[src/rtl/shell_pkg.sv]
package shell_pkg;
   localparam int GIE_OFF  = 'h1C;
   localparam int STAT_OFF = 'h20;
   localparam int MASK_OFF = 'h28;
   localparam int RST_OFF  = 'h40;
   localparam int GIE_BIT  = 31;
   localparam logic [31:0] RST_KEY = 32'h0000_000A;

   typedef enum logic [2:0] {
      SEL_NONE,
      SEL_GIE,
      SEL_STAT,
      SEL_MASK,
      SEL_RST
   } reg_sel_e;
endpackage

[src/rtl/shell_decode.sv]
module shell_decode
   import shell_pkg::*;
#(
   parameter int ADDR_W = 8
) (
   input  logic [ADDR_W-1:0] addr,
   output reg_sel_e          sel
);
   always_comb begin
      if (addr == ADDR_W'(GIE_OFF))       sel = SEL_GIE;
      else if (addr == ADDR_W'(STAT_OFF)) sel = SEL_STAT;
      else if (addr == ADDR_W'(MASK_OFF)) sel = SEL_MASK;
      else if (addr == ADDR_W'(RST_OFF))  sel = SEL_RST;
      else                                sel = SEL_NONE;
   end
endmodule

[src/rtl/shell_stat_bank.sv]
module shell_stat_bank #(
   parameter int NUM_SRC = 6
) (
   input  logic               clk,
   input  logic               rst_n,
   input  logic               clr_all,
   input  logic               ack_wr,
   input  logic [NUM_SRC-1:0] ack_mask,
   input  logic [NUM_SRC-1:0] evt,
   output logic [NUM_SRC-1:0] pend
);
   for (genvar i = 0; i < NUM_SRC; i++) begin : g_bit
      always_ff @(posedge clk or negedge rst_n) begin
         if (!rst_n)                     pend[i] <= 1'b0;
         else if (clr_all)               pend[i] <= 1'b0;
         else if (evt[i])                pend[i] <= 1'b1;
         else if (ack_wr && ack_mask[i]) pend[i] <= 1'b0;
      end
   end
endmodule

[src/rtl/shell_irq_merge.sv]
module shell_irq_merge #(
   parameter int NUM_SRC = 6
) (
   input  logic               clk,
   input  logic               rst_n,
   input  logic               gie,
   input  logic [NUM_SRC-1:0] pend,
   input  logic [NUM_SRC-1:0] mask,
   output logic               irq_o
);
   logic any_live;
   assign any_live = |(pend & mask);

   always_ff @(posedge clk or negedge rst_n) begin
      if (!rst_n) irq_o <= 1'b0;
      else        irq_o <= gie & any_live;
   end
endmodule

[src/rtl/shell_rst_gen.sv]
module shell_rst_gen #(
   parameter int          RST_CYCLES = 4,
   parameter logic [31:0] KEY        = 32'h0000_000A
) (
   input  logic        clk,
   input  logic        rst_n,
   input  logic        wr_hit,
   input  logic [31:0] wdata,
   output logic        key_hit,
   output logic        pulse_o
);
   assign key_hit = wr_hit && (wdata == KEY);

   if (RST_CYCLES == 1) begin : g_single
      always_ff @(posedge clk or negedge rst_n) begin
         if (!rst_n) pulse_o <= 1'b0;
         else        pulse_o <= key_hit;
      end
   end else begin : g_count
      localparam int CNT_W = $clog2(RST_CYCLES + 1);
      logic [CNT_W-1:0] cnt;
      always_ff @(posedge clk or negedge rst_n) begin
         if (!rst_n)          cnt <= '0;
         else if (key_hit)    cnt <= CNT_W'(RST_CYCLES);
         else if (cnt != '0)  cnt <= cnt - CNT_W'(1);
      end
      assign pulse_o = (cnt != '0);
   end
endmodule

[src/rtl/evt_irq_shell.sv]
module evt_irq_shell
   import shell_pkg::*;
#(
   parameter int ADDR_W     = 8,
   parameter int NUM_SRC    = 6,
   parameter int RST_CYCLES = 4
) (
   input  logic               clk,
   input  logic               rst_n,
   input  logic               reg_wr,
   input  logic [ADDR_W-1:0]  reg_addr,
   input  logic [31:0]        reg_wdata,
   output logic [31:0]        reg_rdata,
   input  logic [NUM_SRC-1:0] evt_pulse,
   output logic               irq_o,
   output logic               core_rst_o
);
   if (NUM_SRC < 1 || NUM_SRC > 31) begin : g_bad_src
      $error("NUM_SRC must be in 1..31");
   end
   if (RST_CYCLES < 1) begin : g_bad_rst
      $error("RST_CYCLES must be at least 1");
   end
   if (ADDR_W < 7) begin : g_bad_addr
      $error("ADDR_W too narrow for the register offsets");
   end

   reg_sel_e           sel;
   logic               key_hit;
   logic               clr_all;
   logic               gie_q;
   logic [NUM_SRC-1:0] mask_q;
   logic [NUM_SRC-1:0] pend_q;

   shell_decode #(.ADDR_W(ADDR_W)) u_dec (
      .addr (reg_addr),
      .sel  (sel)
   );

   shell_rst_gen #(.RST_CYCLES(RST_CYCLES), .KEY(RST_KEY)) u_rst (
      .clk     (clk),
      .rst_n   (rst_n),
      .wr_hit  (reg_wr && sel == SEL_RST),
      .wdata   (reg_wdata),
      .key_hit (key_hit),
      .pulse_o (core_rst_o)
   );

   assign clr_all = key_hit | core_rst_o;

   shell_stat_bank #(.NUM_SRC(NUM_SRC)) u_stat (
      .clk      (clk),
      .rst_n    (rst_n),
      .clr_all  (clr_all),
      .ack_wr   (reg_wr && sel == SEL_STAT),
      .ack_mask (reg_wdata[NUM_SRC-1:0]),
      .evt      (evt_pulse),
      .pend     (pend_q)
   );

   always_ff @(posedge clk or negedge rst_n) begin
      if (!rst_n) begin
         gie_q  <= 1'b0;
         mask_q <= '0;
      end else if (clr_all) begin
         gie_q  <= 1'b0;
         mask_q <= '0;
      end else if (reg_wr) begin
         if (sel == SEL_GIE)  gie_q  <= reg_wdata[GIE_BIT];
         if (sel == SEL_MASK) mask_q <= reg_wdata[NUM_SRC-1:0];
      end
   end

   shell_irq_merge #(.NUM_SRC(NUM_SRC)) u_irq (
      .clk   (clk),
      .rst_n (rst_n),
      .gie   (gie_q),
      .pend  (pend_q),
      .mask  (mask_q),
      .irq_o (irq_o)
   );

   always_comb begin
      reg_rdata = '0;
      case (sel)
         SEL_GIE:  reg_rdata[GIE_BIT]     = gie_q;
         SEL_STAT: reg_rdata[NUM_SRC-1:0] = pend_q;
         SEL_MASK: reg_rdata[NUM_SRC-1:0] = mask_q;
         default:  reg_rdata = '0;
      endcase
   end
endmodule

[config.mk]
export PLATFORM = sky130hd
export DESIGN_NAME = evt_irq_shell
export DESIGN_NICKNAME = d
export VERILOG_FILES = /design/src/rtl/shell_pkg.sv /design/src/rtl/shell_decode.sv /design/src/rtl/shell_stat_bank.sv /design/src/rtl/shell_irq_merge.sv /design/src/rtl/shell_rst_gen.sv /design/src/rtl/evt_irq_shell.sv
export SDC_FILE = /design/constraint.sdc
export NUM_CORES = 1
export LEC_CHECK = 0
export BUFFER_PORTS_ARGS = -buffer_cell sky130_fd_sc_hd__buf_2
export CORE_UTILIZATION = 38
export CTS_BUF_LIST = sky130_fd_sc_hd__clkbuf_4
export DETAILED_ROUTE_END_ITERATION = 6
export GPL_TIMING_DRIVEN = 0
export PLACE_DENSITY = 0.77
export SETUP_SLACK_MARGIN = 0.1
export SYNTH_ARGS = -nofsm -noshare
export SYNTH_HDL_FRONTEND = slang
export SYNTH_SLANG_ARGS = --single-unit
[constraint.sdc]
create_clock -name clk -period 1.2 [get_ports clk]
set_input_delay 0 -clock clk [delete_from_list [all_inputs] [get_ports clk]]
set_output_delay 0 -clock clk [all_outputs]
set_load 0.03 [all_outputs]
==> metrics.csv <==
stage;metric;value;unit
floorplanning;Die Wd;58.4;um
setup_path;cells along the critical path;buf_2, nor4_2, nand4_1, o311ai_4, buf_6, nor2_4;
setup_path;CP max stage cell;o311ai_4;
cells_and_area;Non-Filler Instances;285;
logic_synthesis;synthesized flop and latch total;17;
floorplanning;Die Ht;58.4;um
global_route;largest net degree at the start of global routing;18;
cells_and_area;Area Overhead vs Synth;72.4;%
setup_path;CP bufs+invs;2;
drt;Initial DRC Count;17;
floorplanning;starting density of the core;40.0;%
global_route;gr ovfl total;0;
logic_synthesis;Mapped Cells;130;
logic_synthesis;Main synth FF type;dfrtp_1;
floorplanning;core box area;0.00303;mm2
sta;RSZ-0062 raised after global routing;yes;
setup_path;CP Capture Type;flop;
setup_path;Worst EP required;1.38;ns
logic_synthesis;Post-synth EDFFs;0;
sta;Hold Vio Cnt, Final;0;
placed_design;Final Wtd Congestion;0.772;
drt;WL/cell;12.5;um
sta;Tmin final;1.21;ns
logic_synthesis;sequential share of the synthesized area;35.2;%
sta;Max Transition Viols Final;0;
cells_and_area;layout cell share with drive strength beyond 1;55.2;%
pwr;Leak;0.00113;uW
drt;drt drc;0;
placed_design;DP HPWL;2.45;mm
logic_synthesis;synthesized area per cell;9.31;um2
placed_design;placed cell area;0.00166;mm2
status;failing checks;negative setup slack;
global_route;vias in the first global route;1190;
sta;final setup fails;1;
cts;H-tree lvl count;1;
logic_synthesis;Cell variety after synth;29;
sta;Hold WS;0.0257;ns
placed_design;IO buf count;56;
drt;Post-DRT Antenna Nets;0;
pwr;worst vdd ir;0.424;mV
cells_and_area;post-route cell area;0.00209;mm2
cts;clock slew at reported path FFs;0.12;ns
global_route;antenna violations before repair;0;
cells_and_area;final core utilization;68.9;%
sta;fin crit share;100;%
logic_synthesis;Post-Syn Area;0.00121;mm2
cts;Num Clock Sinks;17;
cells_and_area;most frequent cells in the layout;buf_2 (49), buf_4 (45), conb_1 (25), dfrtp_1 (17), mux2i_1 (13);
global_route;Total GRT Usage;20.0;%
drt;Via density;4.67;
min_path;Hold Crit Class;in -> reg;
cts;CTS tree;built;
setup_path;critical path class;in -> reg;
cts;clock latency on the worst-skew pair;0.30;ns
flow_run;max-cap check violation count;0;
cts;CTS Root Cell;clkbuf_4;
cells_and_area;Nets;293;
cells_and_area;number of diodes;0;
drt;drt first pass iters;4;
setup_path;crit-path max FO;5;
logic_synthesis;Async SR Flop Fraction;100;%
cts;CTS Buf Count;3;
floorplanning;full die area;0.00341;mm2
drt;final WL;3.57;mm
cells_and_area;most common cell after layout, fill and taps aside;buf_2;
sta;Final WS setup;-0.00530;ns
status;status;complete, but fails checks;
floorplanning;IO Pins;83;
cts;Clock Tree Buf Depth;2;
setup_path;Crit path max-delay family;simple AND/OR/NAND/NOR gates;
sta;fmax;0.830;GHz
floorplanning;Cell Rows;20;
setup_path;WP data arrival;1.38;ns
global_route;global-route wire length before repair;5.22;mm
placed_design;Post-Place Cells;254;
sta;final clock skew;0.0197;ns
drt;Via Count;1330;
logic_synthesis;YS warnings;0;
setup_path;Worst path max stage delay;0.49;ns
setup_path;crit path launch type;input pin;
pwr;PwrDens;653;mW/mm2
-- routing by layer --
| metal | vias to the layer above | part of all wire, % | track usage, % | wire [um] |
|---|---|---|---|---|
| met5 | - | 0 | 0 | 0 |
| met4 | 0 | 0.20 | 4.76 | 7 |
| met3 | 2 | 7.2 | 3.30 | 257 |
| met2 | 58 | 51 | 35.1 | 1840 |
| met1 | 627 | 41 | 25.8 | 1470 |
| li1 | 643 | - | - | - |
-- final timing paths --
path                                      start          end  slack (ns)  cells past startpoint
max reg2reg                u_rst.g_count.cnt[1]    mask_q[4]        0.04                      5
min in group asynchronous                 rst_n    mask_q[1]        0.13                      2
min                                reg_wdata[0]    mask_q[0]        0.03                      3
min reg2reg                               gie_q  u_irq.irq_o        0.57                      2
max in group asynchronous                 rst_n    mask_q[5]        0.77                      2
max                                reg_wdata[6]    mask_q[3]      -0.005                      6
-- stage by stage --
stage          TNS (ns)  setup slack [ns]  power, uW
2_1_floorplan   -0.0414          -0.00682        826
3_3_place_gp      -7.25            -0.451        940
3_5_place_dp      -8.06            -0.490        945
4_1_cts               0            0.0507       1320
5_1_grt          -0.351           -0.0535       1420
6_report       -0.00530          -0.00530       1360
-- logic make-up after synthesis --
logic type                 synth area share, %
other                                    0.310
DFF                                       35.2
adders and majority gates                 2.07
muxes                                     10.8
xor gates and xnor gates                 0.724
and+or+nand+nor                           24.5
AOI/OAI and AO/OA                         8.38
buffers and inverters                     18.1
-- flip-flops by register name, indices dropped and copies added, names as in the netlist --
name / flops
mask_q: 6
u_stat.pend: 6
u_rst.g_count.cnt: 3
gie_q: 1
u_irq.irq_o: 1
-- Yosys cell counts (2+ instances only) --
| library cell | count | area [um2] |
|---|---|---|
| nand2_1 | 2 | 7.51 |
| inv_1 | 4 | 15.0 |
| a21oi_1 | 6 | 30.0 |
| mux2i_1 | 13 | 130 |
| dfrtp_1 | 17 | 425 |
| nor2_1 | 23 | 86.3 |
| buf_4 | 25 | 188 |
| ha_1 | 2 | 25.0 |
| nor3_1 | 2 | 10.0 |
| a22oi_1 | 3 | 22.5 |
| nor4_1 | 7 | 43.8 |
| nand4_1 | 9 | 56.3 |
-- timing repair --
item,in CTS,in global routing
gates resized for setup,12,37
pin swaps,7,12
cloned,1,0
hold endpoints to repair,26,0
setup buffers,12,4
endpoints found under the setup margin,23,23
hold buffers,10,0
-- area by class of cell --
class,instances,area (um2)
Fill cell,249,942
Multi-Input combinational cell,106,806
Timing Repair Buffer,83,551
Sequential cell,17,425
Buffer,27,204
Tap cell,44,55.1
Clock buffer,4,30.0
Inverter,4,15.0
-- tightest hold or removal path, stage by stage --
cell,delay [ns]
buf_2,0.12
mux2i_1,0.09
nor2_2,0.10
-- power by group --
group | leakage, uW | switching, uW | internal (uW)
Clock | 0.0000184 | 195 | 152
Combinational | 0.000902 | 229 | 195
Sequential | 0.000205 | 8.90 | 584
Power figures use the tool's default switching activity.
